`config.mk`:
```
export PLATFORM = sky130hd
export DESIGN_NAME = gpio_port_regs
export DESIGN_NICKNAME = d
export VERILOG_FILES = /design/src/rtl/gpio_port_pkg.sv /design/src/rtl/gpio_addr_decode.sv /design/src/rtl/gpio_sync.sv /design/src/rtl/gpio_bank_regs.sv /design/src/rtl/gpio_pad_mode.sv /design/src/rtl/gpio_port_regs.sv
export SDC_FILE = /design/constraint.sdc
export NUM_CORES = 1
export LEC_CHECK = 0
export BUFFER_PORTS_ARGS = -buffer_cell sky130_fd_sc_hd__buf_2
export CAP_MARGIN = 20
export CORE_ASPECT_RATIO = 1.25
export CORE_MARGIN = 5
export CORE_UTILIZATION = 49
export DETAILED_ROUTE_END_ITERATION = 10
export MAX_ROUTING_LAYER = met4
export PLACE_DENSITY = 0.81
export SLEW_MARGIN = 20
export SYNTH_ARGS = -nofsm -noshare
export SYNTH_HDL_FRONTEND = slang
export SYNTH_HIERARCHICAL = 1
export SYNTH_SLANG_ARGS = --single-unit
```
`constraint.sdc`:
```
create_clock -name clk -period 1.31 [get_ports clk]
set_input_delay 0.0655 -clock clk [delete_from_list [all_inputs] [get_ports clk]]
set_output_delay 0.0655 -clock clk [all_outputs]
set_load 0.05 [all_outputs]
```
`src/rtl/gpio_port_pkg.sv`:
```
package gpio_port_pkg;

   // Register groups the address decoder can select
   typedef enum logic [2:0] {
      GRP_NONE,
      GRP_LEVEL,
      GRP_DIR,
      GRP_TYPE,
      GRP_PULL,
      GRP_SET,
      GRP_CLR
   } reg_grp_e;

endpackage

```
`src/rtl/gpio_addr_decode.sv`:
```
module gpio_addr_decode
   import gpio_port_pkg::*;
#(
   parameter int ADDR_W     = 8,
   parameter int NUM_BANKS  = 3,
   parameter int BIDX_W     = 2,
   parameter int LEVEL_BASE = 'h10,
   parameter int DIR_BASE   = 'h60,
   parameter int TYPE_BASE  = 'h64,
   parameter int PULL_BASE  = 'h68,
   parameter int SET_BASE   = 'h6C,
   parameter int CLR_BASE   = 'h70
) (
   input  logic [ADDR_W-1:0] addr,
   output reg_grp_e          grp,
   output logic [BIDX_W-1:0] bank
);

   always_comb begin
      grp  = GRP_NONE;
      bank = '0;
      for (int b = 0; b < NUM_BANKS; b++) begin
         if (addr == ADDR_W'(LEVEL_BASE + b)) begin
            grp = GRP_LEVEL; bank = BIDX_W'(b);
         end
         if (addr == ADDR_W'(DIR_BASE + b)) begin
            grp = GRP_DIR; bank = BIDX_W'(b);
         end
         if (addr == ADDR_W'(TYPE_BASE + b)) begin
            grp = GRP_TYPE; bank = BIDX_W'(b);
         end
         if (addr == ADDR_W'(PULL_BASE + b)) begin
            grp = GRP_PULL; bank = BIDX_W'(b);
         end
         if (addr == ADDR_W'(SET_BASE + b)) begin
            grp = GRP_SET; bank = BIDX_W'(b);
         end
         if (addr == ADDR_W'(CLR_BASE + b)) begin
            grp = GRP_CLR; bank = BIDX_W'(b);
         end
      end
   end

endmodule

```
`src/rtl/gpio_sync.sv`:
```
module gpio_sync #(
   parameter int W      = 24,
   parameter int STAGES = 2
) (
   input  logic         clk,
   input  logic         rst_n,
   input  logic [W-1:0] d,
   output logic [W-1:0] q
);

   logic [W-1:0] stg [STAGES];

   always_ff @(posedge clk or negedge rst_n) begin
      if (!rst_n) begin
         for (int s = 0; s < STAGES; s++) stg[s] <= '0;
      end else begin
         stg[0] <= d;
         for (int s = 1; s < STAGES; s++) stg[s] <= stg[s-1];
      end
   end

   assign q = stg[STAGES-1];

endmodule

```
`src/rtl/gpio_bank_regs.sv`:
```
module gpio_bank_regs #(
   parameter int W = 8
) (
   input  logic         clk,
   input  logic         rst_n,
   input  logic         we_dir,
   input  logic         we_type,
   input  logic         we_pull,
   input  logic         we_set,
   input  logic         we_clr,
   input  logic [W-1:0] wdata,
   output logic [W-1:0] dir,
   output logic [W-1:0] typ,
   output logic [W-1:0] pull,
   output logic [W-1:0] lat
);

   always_ff @(posedge clk or negedge rst_n) begin
      if (!rst_n) begin
         dir  <= '0;
         typ  <= '0;
         pull <= '0;
         lat  <= '0;
      end else begin
         if (we_dir)  dir  <= wdata;
         if (we_type) typ  <= wdata;
         if (we_pull) pull <= wdata;
         if (we_set)      lat <= lat | wdata;
         else if (we_clr) lat <= lat & ~wdata;
      end
   end

endmodule

```
`src/rtl/gpio_pad_mode.sv`:
```
module gpio_pad_mode #(
   parameter int W = 8
) (
   input  logic [W-1:0] en,
   input  logic [W-1:0] dir,
   input  logic [W-1:0] typ,
   input  logic [W-1:0] pull,
   input  logic [W-1:0] lat,
   output logic [W-1:0] oe,
   output logic [W-1:0] out,
   output logic [W-1:0] od,
   output logic [W-1:0] pu,
   output logic [W-1:0] pd,
   output logic [W-1:0] ana
);

   // Type and pull are shared by both directions; direction picks the meaning
   assign oe  = en & dir;
   assign out = en & dir & lat;
   assign od  = en & dir & typ;
   assign pu  = en & typ & pull;
   assign pd  = en & ~dir & typ & ~pull;
   assign ana = en & ~dir & ~typ & ~pull;

endmodule

```
`src/rtl/gpio_port_regs.sv`:
```
module gpio_port_regs
   import gpio_port_pkg::*;
#(
   parameter int NUM_BANKS   = 3,
   parameter int BANK_W      = 8,
   parameter int ADDR_W      = 8,
   parameter int SYNC_STAGES = 2,
   parameter int LEVEL_BASE  = 'h10,
   parameter int DIR_BASE    = 'h60,
   parameter int TYPE_BASE   = 'h64,
   parameter int PULL_BASE   = 'h68,
   parameter int SET_BASE    = 'h6C,
   parameter int CLR_BASE    = 'h70,
   localparam int NPINS      = NUM_BANKS * BANK_W
) (
   input  logic              clk,
   input  logic              rst_n,
   input  logic [ADDR_W-1:0] bus_addr,
   input  logic [BANK_W-1:0] bus_wdata,
   input  logic              bus_we,
   input  logic              bus_re,
   output logic [BANK_W-1:0] bus_rdata,
   input  logic              grp_lo_en,
   input  logic              grp_hi_en,
   input  logic [NPINS-1:0]  pin_in,
   output logic [NPINS-1:0]  pad_oe,
   output logic [NPINS-1:0]  pad_out,
   output logic [NPINS-1:0]  pad_od,
   output logic [NPINS-1:0]  pad_pu,
   output logic [NPINS-1:0]  pad_pd,
   output logic [NPINS-1:0]  pad_ana
);

   localparam int HALF   = BANK_W / 2;
   localparam int BIDX_W = (NUM_BANKS > 1) ? $clog2(NUM_BANKS) : 1;

   // Elaboration-time configuration checks
   if (NUM_BANKS < 2 || (BANK_W % 2) != 0) begin : g_bad_geometry
      $error("gpio_port_regs: need two or more banks of even width");
   end
   if (SYNC_STAGES < 2) begin : g_bad_sync
      $error("gpio_port_regs: synchronizer needs at least two stages");
   end
   if (NPINS > (1 << ADDR_W)) begin : g_bad_addr
      $error("gpio_port_regs: address width too small");
   end

   reg_grp_e            sel_grp;
   logic [BIDX_W-1:0]   sel_bank;
   logic [NPINS-1:0]    lvl_q;
   logic [NPINS-1:0]    pin_en;
   logic [BANK_W-1:0]   dir_b  [NUM_BANKS];
   logic [BANK_W-1:0]   typ_b  [NUM_BANKS];
   logic [BANK_W-1:0]   pull_b [NUM_BANKS];
   logic [BANK_W-1:0]   lat_b  [NUM_BANKS];
   logic [BANK_W-1:0]   rd_mux;

   gpio_addr_decode #(
      .ADDR_W(ADDR_W), .NUM_BANKS(NUM_BANKS), .BIDX_W(BIDX_W),
      .LEVEL_BASE(LEVEL_BASE), .DIR_BASE(DIR_BASE), .TYPE_BASE(TYPE_BASE),
      .PULL_BASE(PULL_BASE), .SET_BASE(SET_BASE), .CLR_BASE(CLR_BASE)
   ) u_dec (
      .addr (bus_addr),
      .grp  (sel_grp),
      .bank (sel_bank)
   );

   gpio_sync #(.W(NPINS), .STAGES(SYNC_STAGES)) u_sync (
      .clk   (clk),
      .rst_n (rst_n),
      .d     (pin_in),
      .q     (lvl_q)
   );

   // Lower banks are always live; the top bank splits into two enabled halves
   assign pin_en = {{HALF{grp_hi_en}}, {HALF{grp_lo_en}}, {(NPINS - BANK_W){1'b1}}};

   for (genvar b = 0; b < NUM_BANKS; b++) begin : g_bank
      logic hit;
      assign hit = bus_we && (sel_bank == BIDX_W'(b));

      gpio_bank_regs #(.W(BANK_W)) u_regs (
         .clk     (clk),
         .rst_n   (rst_n),
         .we_dir  (hit && sel_grp == GRP_DIR),
         .we_type (hit && sel_grp == GRP_TYPE),
         .we_pull (hit && sel_grp == GRP_PULL),
         .we_set  (hit && sel_grp == GRP_SET),
         .we_clr  (hit && sel_grp == GRP_CLR),
         .wdata   (bus_wdata),
         .dir     (dir_b[b]),
         .typ     (typ_b[b]),
         .pull    (pull_b[b]),
         .lat     (lat_b[b])
      );

      gpio_pad_mode #(.W(BANK_W)) u_mode (
         .en   (pin_en [b*BANK_W +: BANK_W]),
         .dir  (dir_b[b]),
         .typ  (typ_b[b]),
         .pull (pull_b[b]),
         .lat  (lat_b[b]),
         .oe   (pad_oe [b*BANK_W +: BANK_W]),
         .out  (pad_out[b*BANK_W +: BANK_W]),
         .od   (pad_od [b*BANK_W +: BANK_W]),
         .pu   (pad_pu [b*BANK_W +: BANK_W]),
         .pd   (pad_pd [b*BANK_W +: BANK_W]),
         .ana  (pad_ana[b*BANK_W +: BANK_W])
      );
   end

   always_comb begin
      rd_mux = '0;
      for (int b = 0; b < NUM_BANKS; b++) begin
         if (sel_bank == BIDX_W'(b)) begin
            case (sel_grp)
               GRP_LEVEL:        rd_mux = lvl_q[b*BANK_W +: BANK_W];
               GRP_DIR:          rd_mux = dir_b[b];
               GRP_TYPE:         rd_mux = typ_b[b];
               GRP_PULL:         rd_mux = pull_b[b];
               GRP_SET, GRP_CLR: rd_mux = lat_b[b];
               default:          rd_mux = '0;
            endcase
         end
      end
   end

   always_ff @(posedge clk or negedge rst_n) begin
      if (!rst_n)      bus_rdata <= '0;
      else if (bus_re) bus_rdata <= rd_mux;
   end

endmodule

```
# Yosys cells after proc, flatten, opt, wreduce, memory -nomap -nowiden
# Cells that the tools add are included.
[op_classes]
n_bitwise = 40
eq_ne = 26
reduce_logical = 23
muxes = 42
[op_table]
columns = ["op", "count"]
rows = [
  ["8-bit bitwise AND", 27],
  ["8-bit by 7-bit == test with 1-bit output, second input constant", 15],
  ["8-bit one-hot mux with 5 select lines", 3],
  ["8-bit inverter", 10],
  ["8-bit two-way mux", 9],
  ["3-bit two-way mux", 16],
  ["8-bit by 5-bit == test with 1-bit output, second input constant", 3],
  ["8-bit OR", 3],
  ["1-bit logical AND", 18],
  ["2-bit two-way mux", 7],
  ["3-bit == test, second input constant", 3],
  ["1-bit two-way mux", 7],
  ["3-bit by 2-bit == test with 1-bit output, second input constant", 2],
  ["2-bit nonzero test", 3],
  ["3-bit by 1-bit == test with 1-bit output, second input constant", 1],
  ["2-bit by 1-bit == test with 1-bit output, second input constant", 1],
  ["2-bit == test, second input constant", 1],
  ["2-bit logical NOT", 1],
  ["2-bit OR reduction", 1],
]
[word_totals]
register_bits = 152
input_bits = 46
output_inout_bits = 152

# Longest topological paths before layout
# Gate-level depths: netlist of run 1.
[logic_depth]
depth_word = 25
depth_mapped = 12

# By module
# Netlist of run 1, hierarchy kept.
[by_module_without_submodules]
columns = ["module", "seq_area_each_um2", "n_inst", "area_each_um2", "cells_each"]
rows = [
  ["gpio_bank_regs", 800.8, 3, 1307.5, 77],
  ["gpio_port_regs", 200.2, 1, 1682.9, 214],
  ["gpio_sync", 1201.2, 1, 1381.3, 72],
  ["gpio_pad_mode", 0.0, 3, 406.6, 48],
  ["gpio_addr_decode", 0.0, 1, 185.2, 23],
]

# Worst setup path after synthesis of run 1
# No wires, ideal clock.
[synth_path]
kind = "flip-flop to output port"
startpoint = "reg g_bank[2].u_regs.pull[0]"
endpoint = "out pad_ana[16]"
n_path_buf = 0
arrival_time_ns = 2.069
required_ns = 1.245
slack_ns = -0.825
path_stages_with_launch = 2
path_cell_list = "dfrtp_1 -> nor4b_1"
[synth_via]
elab_chain_cells = 2
[synth_rtl]
columns = ["item", "line", "source"]
rows = [
  ["start: declaration", "gpio_bank_regs.sv:14", "output logic [W-1:0] pull,"],
  ["start signal: assignment", "gpio_bank_regs.sv:27", "if (we_pull) pull <= wdata;"],
  ["8-bit inverter", "gpio_pad_mode.sv:23", "assign ana = en & ~dir & ~typ & ~pull;"],
  ["8-bit bitwise AND", "gpio_pad_mode.sv:23", ""],
  ["end: declaration", "gpio_port_regs.sv:31", "output logic [NPINS-1:0] pad_ana"],
]
# No other way between the ends.

# Worst setup path in the final report of run 1
[layout_path]
startpoint = "in bus_addr[0]"
endpoint = "reg bus_rdata[1]"
[layout_lines]
columns = ["item", "line", "source"]
rows = [
  ["start: declaration", "gpio_port_regs.sv:18", "input logic [ADDR_W-1:0] bus_addr,"],
  ["8-bit by 7-bit == test with 1-bit output", "gpio_addr_decode.sv:26", "if (addr == ADDR_W'(DIR_BASE + b)) begin"],
  ["2-bit two-way mux", "gpio_addr_decode.sv:26", ""],
  ["3-bit two-way mux", "gpio_addr_decode.sv:29", "if (addr == ADDR_W'(TYPE_BASE + b)) begin"],
  ["3-bit two-way mux", "gpio_addr_decode.sv:32", "if (addr == ADDR_W'(PULL_BASE + b)) begin"],
  ["3-bit two-way mux", "gpio_addr_decode.sv:35", "if (addr == ADDR_W'(SET_BASE + b)) begin"],
  ["3-bit two-way mux", "gpio_addr_decode.sv:38", "if (addr == ADDR_W'(CLR_BASE + b)) begin"],
  ["3-bit two-way mux", "gpio_addr_decode.sv:23", "if (addr == ADDR_W'(LEVEL_BASE + b)) begin"],
  ["3-bit two-way mux", "gpio_addr_decode.sv:26", ""],
  ["[8 not listed]", "-", ""],
  ["3-bit two-way mux", "gpio_addr_decode.sv:35", ""],
  ["3-bit two-way mux (*)", "gpio_addr_decode.sv:38", ""],
  ["via sel_grp[1]", "gpio_port_regs.sv:48", "reg_grp_e sel_grp;"],
  ["3-bit == test", "gpio_port_regs.sv:116", "case (sel_grp)"],
  ["2-bit OR reduction", "gpio_port_regs.sv:116", ""],
  ["8-bit one-hot mux with 5 select lines", "gpio_port_regs.sv:116", ""],
  ["8-bit two-way mux (2 in a row)", "gpio_port_regs.sv:115", "if (sel_bank == BIDX_W'(b)) begin"],
  ["8-bit two-way mux (*)", "gpio_port_regs.sv:115", ""],
  ["end signal: assignment", "gpio_port_regs.sv:130", "else if (bus_re) bus_rdata <= rd_mux;"],
  ["end: declaration", "gpio_port_regs.sv:22", "output logic [BANK_W-1:0] bus_rdata,"],
]
# The timed path passes the listed nets; every way through them passes the cells marked *.
# A chain may end at the register's enable or synchronous reset.

==> reports/results.ini, run 1 <==
[critical_path]
cp_data_arrival_time_ns=2.65
critical_path.max_fanout=6
critPathRequiredTime_ns=1.68
regToRegStartpoint=g_bank[0].u_regs/typ[1]$_DFFE_PN0P_
crit_path_start_kind=input port
reg2reg_to=bus_rdata[1]$_DFFE_PN0P_
reg2reg_slack_ns=-0.57
endpoint_kind=flop
reg2reg_depth=6
path_class=in2reg

[routing]
ant_nets=0
drt-wirelength-per-cell_um=31.2
drt_first_pass_iters=9
drtIter0Drc=1260
vias_per_cell=6.49
vias=9452
drc=0
drt_wl_total_um=45400

[final_layout]
post-route-util_pct=90.8
instances_no_fill=1457
drive_gt1_share_pct=64.8
nets=1266
area_growth_pct=82.3

[flow_run]
maxCapViolCount=0

[synthesis]
synth-async-reset-ratio_pct=100
synth_most_common_cell=dfrtp_1
synthCells=684
ys_types=58
ys_top_cells_by_area=dfrtp_1 45%, mux2_4 13%, and3_2 5.9%
synth_top_cell_area_share_pct=45.3
seq_area_frac_synth_pct=45.3
synthTopCellsByCount=152 x dfrtp_1, 72 x mux2_4, 66 x and3_2
synth_area_per_cell_sq_um=12.3
synth_edf_count=0
synth_seq_cells=152
synth_area_sq_um=8390
synth_largest_area_cell=dfrtp_1
yosys_most_used_dff=dfrtp_1
synth_warnings=6

[placed_design]
post-place-cells=1267
dp_hpwl_um=18700
portBuffers=197
gp_congestion=0.940

[clock_network]
clock_latency_ns=0.47
clk_pin_slew_ns=0.09
cts_tree=done
htree_levels=4
clock_sinks=152
cts_buffer_depth=2
cts_buffers=17
cts_root_buf=clkbuf_16

[status]
status=complete, but fails checks
violations=negative setup slack

[power]
power.leakage_nw=7.20
powerDensity_nw_per_um2=894
vdd_drop_max_mv=0.889

[floorplanning]
die_area_sq_um=19900
core-area_sq_um=16800
die_w_um=127
fp.dieH_um=156
initial_core_util_pct=49.8
num_io_pins=198
placementRows=53

[timing]
hold_violations=0
rsz0062_at_grt=yes
tns_ns=-73.06
tightestPinTransition_ns=0.589
finalSetupViolCount=245
fmax_mhz=438
slew_headroom_pct=60.8
maxSlewViolCount=0
min_period_ns=2.28
skew_ns=0.0301
setup_ws_ns=-0.973
fin_crit_sh_pct=174

[grt]
gr-total-overflow=0
grt_max_degree=40
grt_pass1_vias=9324
grt_pass1_wl_um=55400
antenna_found_initial=4
track_usage_pct=37.6

[hold_path]
hp-class=in2async

[critical path, cell delays in order]
cell	delay, ns
buf_8	0.11
a21oi_4	0.19
nand3_4	0.11
a211oi_4	0.29
buf_12	0.17
buf_8	0.12
nor2b_4	0.21
buf_12	0.16
clkbuf_2	0.19
a22o_1	0.23
a221oi_2	0.09
o22ai_1	0.42
a32o_1	0.30
[per-stage QoR]
stage	worst slack, ns	area [sq um]	total power, W	hold WS (ns)
floorplan	-0.596	9190	0.00641	-0.230
global placement	-0.994	11100	0.00711	-0.0192
detailed placement	-1.02	11100	0.00716	-0.0219
CTS	-0.478	14600	0.0128	0.0724
global route	-0.949	15300	0.0139	0.0896
finish	-0.973	15300	0.0137	0.0645
[cell families after synthesis]
logic type / Yosys count / synth area share, %
buffers and inverters: 70 / 5.83
flip-flops: 152 / 45.3
other: 1 / 0.0447
AO/OA/AOI/OAI: 115 / 11.5
multiplexers: 104 / 17.0
AND/OR/NAND/NOR: 242 / 20.3
[power breakdown]
group          total [W]  internal [W]  switching (W)
logic            0.00327       0.00154        0.00173
registers        0.00513       0.00492       0.000214
clock network    0.00528       0.00310        0.00218
[area by class of cell]
| type | count | area [sq um] |
|---|---|---|
| Antenna cell | 4 | 10.0 |
| Clock buffer | 21 | 460 |
| Clock inverter | 11 | 148 |
| Fill cell | 568 | 1550 |
| Inverter | 8 | 30.0 |
| Multi-Input combinational cell | 557 | 5500 |
| Sequential cell | 152 | 3820 |
| Tap cell | 220 | 275 |
| Timing Repair Buffer | 484 | 5050 |
[repair_timing]
item                                   CTS  global route
endpoints found under the hold margin  181             0
hold buffers                            26             0
cloned                                   0             1
setup endpoints to repair              248           248
buffers inserted                        86            45
resized for setup                      567            95
pin swaps                               78            56
[worst max-delay path by stage]
stage | start | end | slack, ns
6_report | bus_addr[0] | bus_rdata[1]$_DFFE_PN0P_ | -0.97
5_1_grt | bus_addr[0] | bus_rdata[1]$_DFFE_PN0P_ | -0.95
4_1_cts | bus_addr[7] | bus_rdata[4]$_DFFE_PN0P_ | -0.48
3_5_place_dp | bus_addr[1] | bus_rdata[3]$_DFFE_PN0P_ | -1.02
3_3_place_gp | bus_addr[1] | bus_rdata[3]$_DFFE_PN0P_ | -0.99
2_1_floorplan | bus_addr[4] | bus_rdata[4]$_DFFE_PN0P_ | -0.60
[layout by cell type (no fill, tap or decap), drive strengths merged, types with 5 or more instances in the layout]
cell / count
a22oi: 14
clkbuf: 23
and3b: 8
clkinv: 7
inv: 8
dlygate4sd3: 26
a22o: 29
nand2: 36
nand2b: 6
o211a: 8
conb: 96
mux2: 89
a21oi: 12
o32ai: 5
and2: 25
and3: 74
nor3: 5
dfrtp: 152
o21ai: 7
a221oi: 11
nor4b: 25
and4bb: 24
mux2i: 15
nor2: 26
buf: 456
[layer usage]
metal	global-route usage [%]	wire length, um	up-vias
met5	-	0	-
met4	23.5	4820	0
met3	8.16	4650	413
met2	63.5	21500	925
met1	40.2	14400	4561
li1	-	-	3553
(Power assumes the default switching activity.)
==> run 2, diff against run 1 <==
--- a/config.mk
+++ b/config.mk
@@ -8,8 +8,9 @@
 export BUFFER_PORTS_ARGS = -buffer_cell sky130_fd_sc_hd__buf_2
 export CAP_MARGIN = 20
 export CORE_ASPECT_RATIO = 1.25
-export CORE_MARGIN = 5
+export CORE_MARGIN = 3
 export CORE_UTILIZATION = 49
+export CTS_CLUSTER_DIAMETER = 120
 export DETAILED_ROUTE_END_ITERATION = 10
 export MAX_ROUTING_LAYER = met4
 export PLACE_DENSITY = 0.81
==> reports/results.ini, run 2 (synthesis results as in run 1) <==
[final_layout]
drive_gt1_share_pct=65.8  ; +1.0 points
area_growth_pct=82.8
mostFrequentLayoutCell=buf_6
nets=1249  ; -1.3%
fillers=461  ; -19%
final_area_sq_um=15300  ; +0.29%
final_cell_mix=153 x buf_6, 135 x dfrtp_1, 118 x buf_4

[clock_network]
clk_pin_slew_ns=0.07  ; -0.02 ns
cts_tree=done
htree_levels=4  ; unchanged
cts_buffers=17  ; unchanged
clock_latency_ns=0.43  ; -0.04 ns
clock_sinks=152  ; unchanged
cts_root_buf=clkbuf_16
cts_buffer_depth=2  ; unchanged

[timing]
tns_ns=-84.20  ; -11.14 ns
slew_headroom_pct=37.9  ; -23 points
min_period_ns=2.30  ; +0.0214 ns
setup_ws_ns=-0.994  ; -0.0214 ns
rsz0062_at_grt=yes
maxSlewViolCount=0  ; unchanged
fin_crit_sh_pct=176  ; +1.6 points
skew_ns=0.00988  ; -0.0202 ns
fmax_mhz=434  ; -0.93%
tightestPinTransition_ns=0.931  ; +0.342 ns
finalSetupViolCount=243  ; -0.82%
hold_violations=0  ; unchanged

[placed_design]
dp_hpwl_um=18300  ; -2.2%
portBuffers=197  ; unchanged
placed_area_sq_um=11200  ; +0.52%
gp_congestion=0.954  ; +1.5%

[critical_path]
reg2reg_slack_ns=-0.71  ; -0.14 ns
critical_path.max_fanout=5  ; -1
critPathRequiredTime_ns=1.61  ; -0.07 ns
cp_data_arrival_time_ns=2.61  ; -0.04 ns
reg2reg_to=bus_rdata[1]$_DFFE_PN0P_
reg2reg_depth=4  ; -2
crit_path_start_kind=input port
path_class=in2reg
regToRegStartpoint=u_sync/q[9]$_DFF_PN0_
endpoint_kind=flop

[power]
clkPwrFrac_pct=37.7  ; -0.9 points
powerDensity_nw_per_um2=853  ; -4.5%
seqPwrFrac_pct=39.3  ; +1.8 points
vdd_drop_max_mv=0.889  ; about the same
p_int_w=0.00912  ; -4.6%
pwr-share-comb_pct=22.9  ; -1.0 points
power.leakage_nw=7.17  ; -0.40%
p_sw_w=0.00397  ; -3.5%
sw_frac_of_total_pct=30.4  ; +0.24 points

[grt]
track_usage_pct=31.7  ; -5.9 points
antenna_found_initial=2  ; -2
grt_pass1_wl_um=44900  ; -19%
grt_max_degree=39  ; -2.5%
gr-total-overflow=0  ; unchanged
grt_pass1_vias=8167  ; -12%

[hold_path]
hp-class=in2reg
hold_depth=3
hp-start=bus_wdata[1]

[routing]
drtIter0Drc=938  ; -26%
drt_first_pass_iters=8  ; -1
drt_wl_total_um=42400  ; -6.6%
vias_per_cell=6.42  ; -1.1%
drt-wirelength-per-cell_um=29.6  ; -5.1%
drc=0  ; unchanged
ant_nets=0  ; unchanged
vias=9203  ; -2.6%

[floorplanning]
die_w_um=123  ; -3.1%
placementRows=52  ; -1.9%
initial_core_util_pct=51.0  ; +1.2 points
fp.dieH_um=152  ; -2.6%
num_io_pins=198  ; unchanged
core-area_sq_um=16500  ; -2.3%
die_area_sq_um=18700  ; -5.6%

[flow_run]
maxCapViolCount=0  ; unchanged

[status]
violations=negative setup slack
status=complete, but fails checks

run 2: cell count changes in the layout (fill, tap and decap cells not counted), sizes merged:
cell      delta
bufinv       -1
inv          +2
buf         -17
clkinv       -2
clkinvlp     +1
clkbuf       -2
diode        -1
and2b        +1
run 2: per-stage QoR:
step           worst slack [ns]  power, W  util, %  hold slack [ns]  instances
3_3_place_gp              -1.05   0.00712     68.0           0.0121       1268
5_1_grt                  -0.955    0.0134     93.2            0.137       1433
2_1_floorplan            -0.596   0.00641        -           -0.230        779
4_1_cts                  -0.467    0.0121     77.6           0.0934       1347
3_5_place_dp              -1.05   0.00716     68.0           0.0124       1268
6_report                 -0.994    0.0131     93.2            0.132       1434
run 2: layout make-up:
cell class | instances | area, sq um | area share, %
sequential | 152 | 3820 | 24.9
clock inverter | 11 | 125 | 0.816
inverter | 8 | 32.5 | 0.212
antenna | 3 | 7.51 | 0.0489
multi-input combinational | 558 | 5630 | 36.7
clock buffer | 20 | 437 | 2.85
timing repair buffer | 466 | 5010 | 32.7
tap | 216 | 270 | 1.76
run 2: how the worst max path moves through the flow:
stage / from / endpoint / slack (ns) / depth (start not counted)
after detailed placement: bus_addr[1] / g_bank[2].u_regs/pull[7]$_DFFE_PN0P_ / -1.05 / 9
after global placement: bus_addr[4] / flop / -1.05 / 10
after floorplan: bus_addr[4] / bus_rdata[4]$_DFFE_PN0P_ / -0.60 / 10
final: bus_addr[0] / bus_rdata[1]$_DFFE_PN0P_ / -0.99 / 10
after CTS: bus_addr[3] / bus_rdata[4]$_DFFE_PN0P_ / -0.47 / 10
after global routing: bus_addr[0] / bus_rdata[1]$_DFFE_PN0P_ / -0.96 / 11
run 2: worst max-delay path, stage by stage:
cell and delay [ns]:
buf_8 0.11, a21oi_4 0.18, nand3_4 0.12, a211oi_4 0.27, buf_4 0.18, buf_8 0.13
mux2_4 0.31, a222oi_1 0.78, o22ai_1 0.18, a32o_1 0.29
run 2: what timing repair did:
item | 4_1_cts | 5_1_grt
pin swaps | 45 | 110
cloned | 3 | 0
hold buffers | 26 | 0
endpoints found under the hold margin | 181 | 0
setup endpoints to repair | 248 | 248
resized for setup | 148 | 699
setup buffers | 20 | 92
run 2: per-layer routing:
metal | up-vias | share of wire [%] | global-route usage (%)
li1 | 3518 | - | -
met1 | 4514 | 32 | 36.4
met2 | 826 | 48 | 54.0
met3 | 345 | 9.5 | 5.38
met4 | 0 | 9.6 | 13.8
met5 | - | 0 | -
run 2: power by group through the flow:
stage | registers, W | logic [W] | clock network (W)
after CTS | 0.00508 | 0.00226 | 0.00474
after floorplan | 0.00522 | 0.00119 | 0
after global routing | 0.00515 | 0.00309 | 0.00511
after detailed placement | 0.00515 | 0.00202 | 0
final | 0.00515 | 0.00300 | 0.00494
after global placement | 0.00514 | 0.00199 | 0
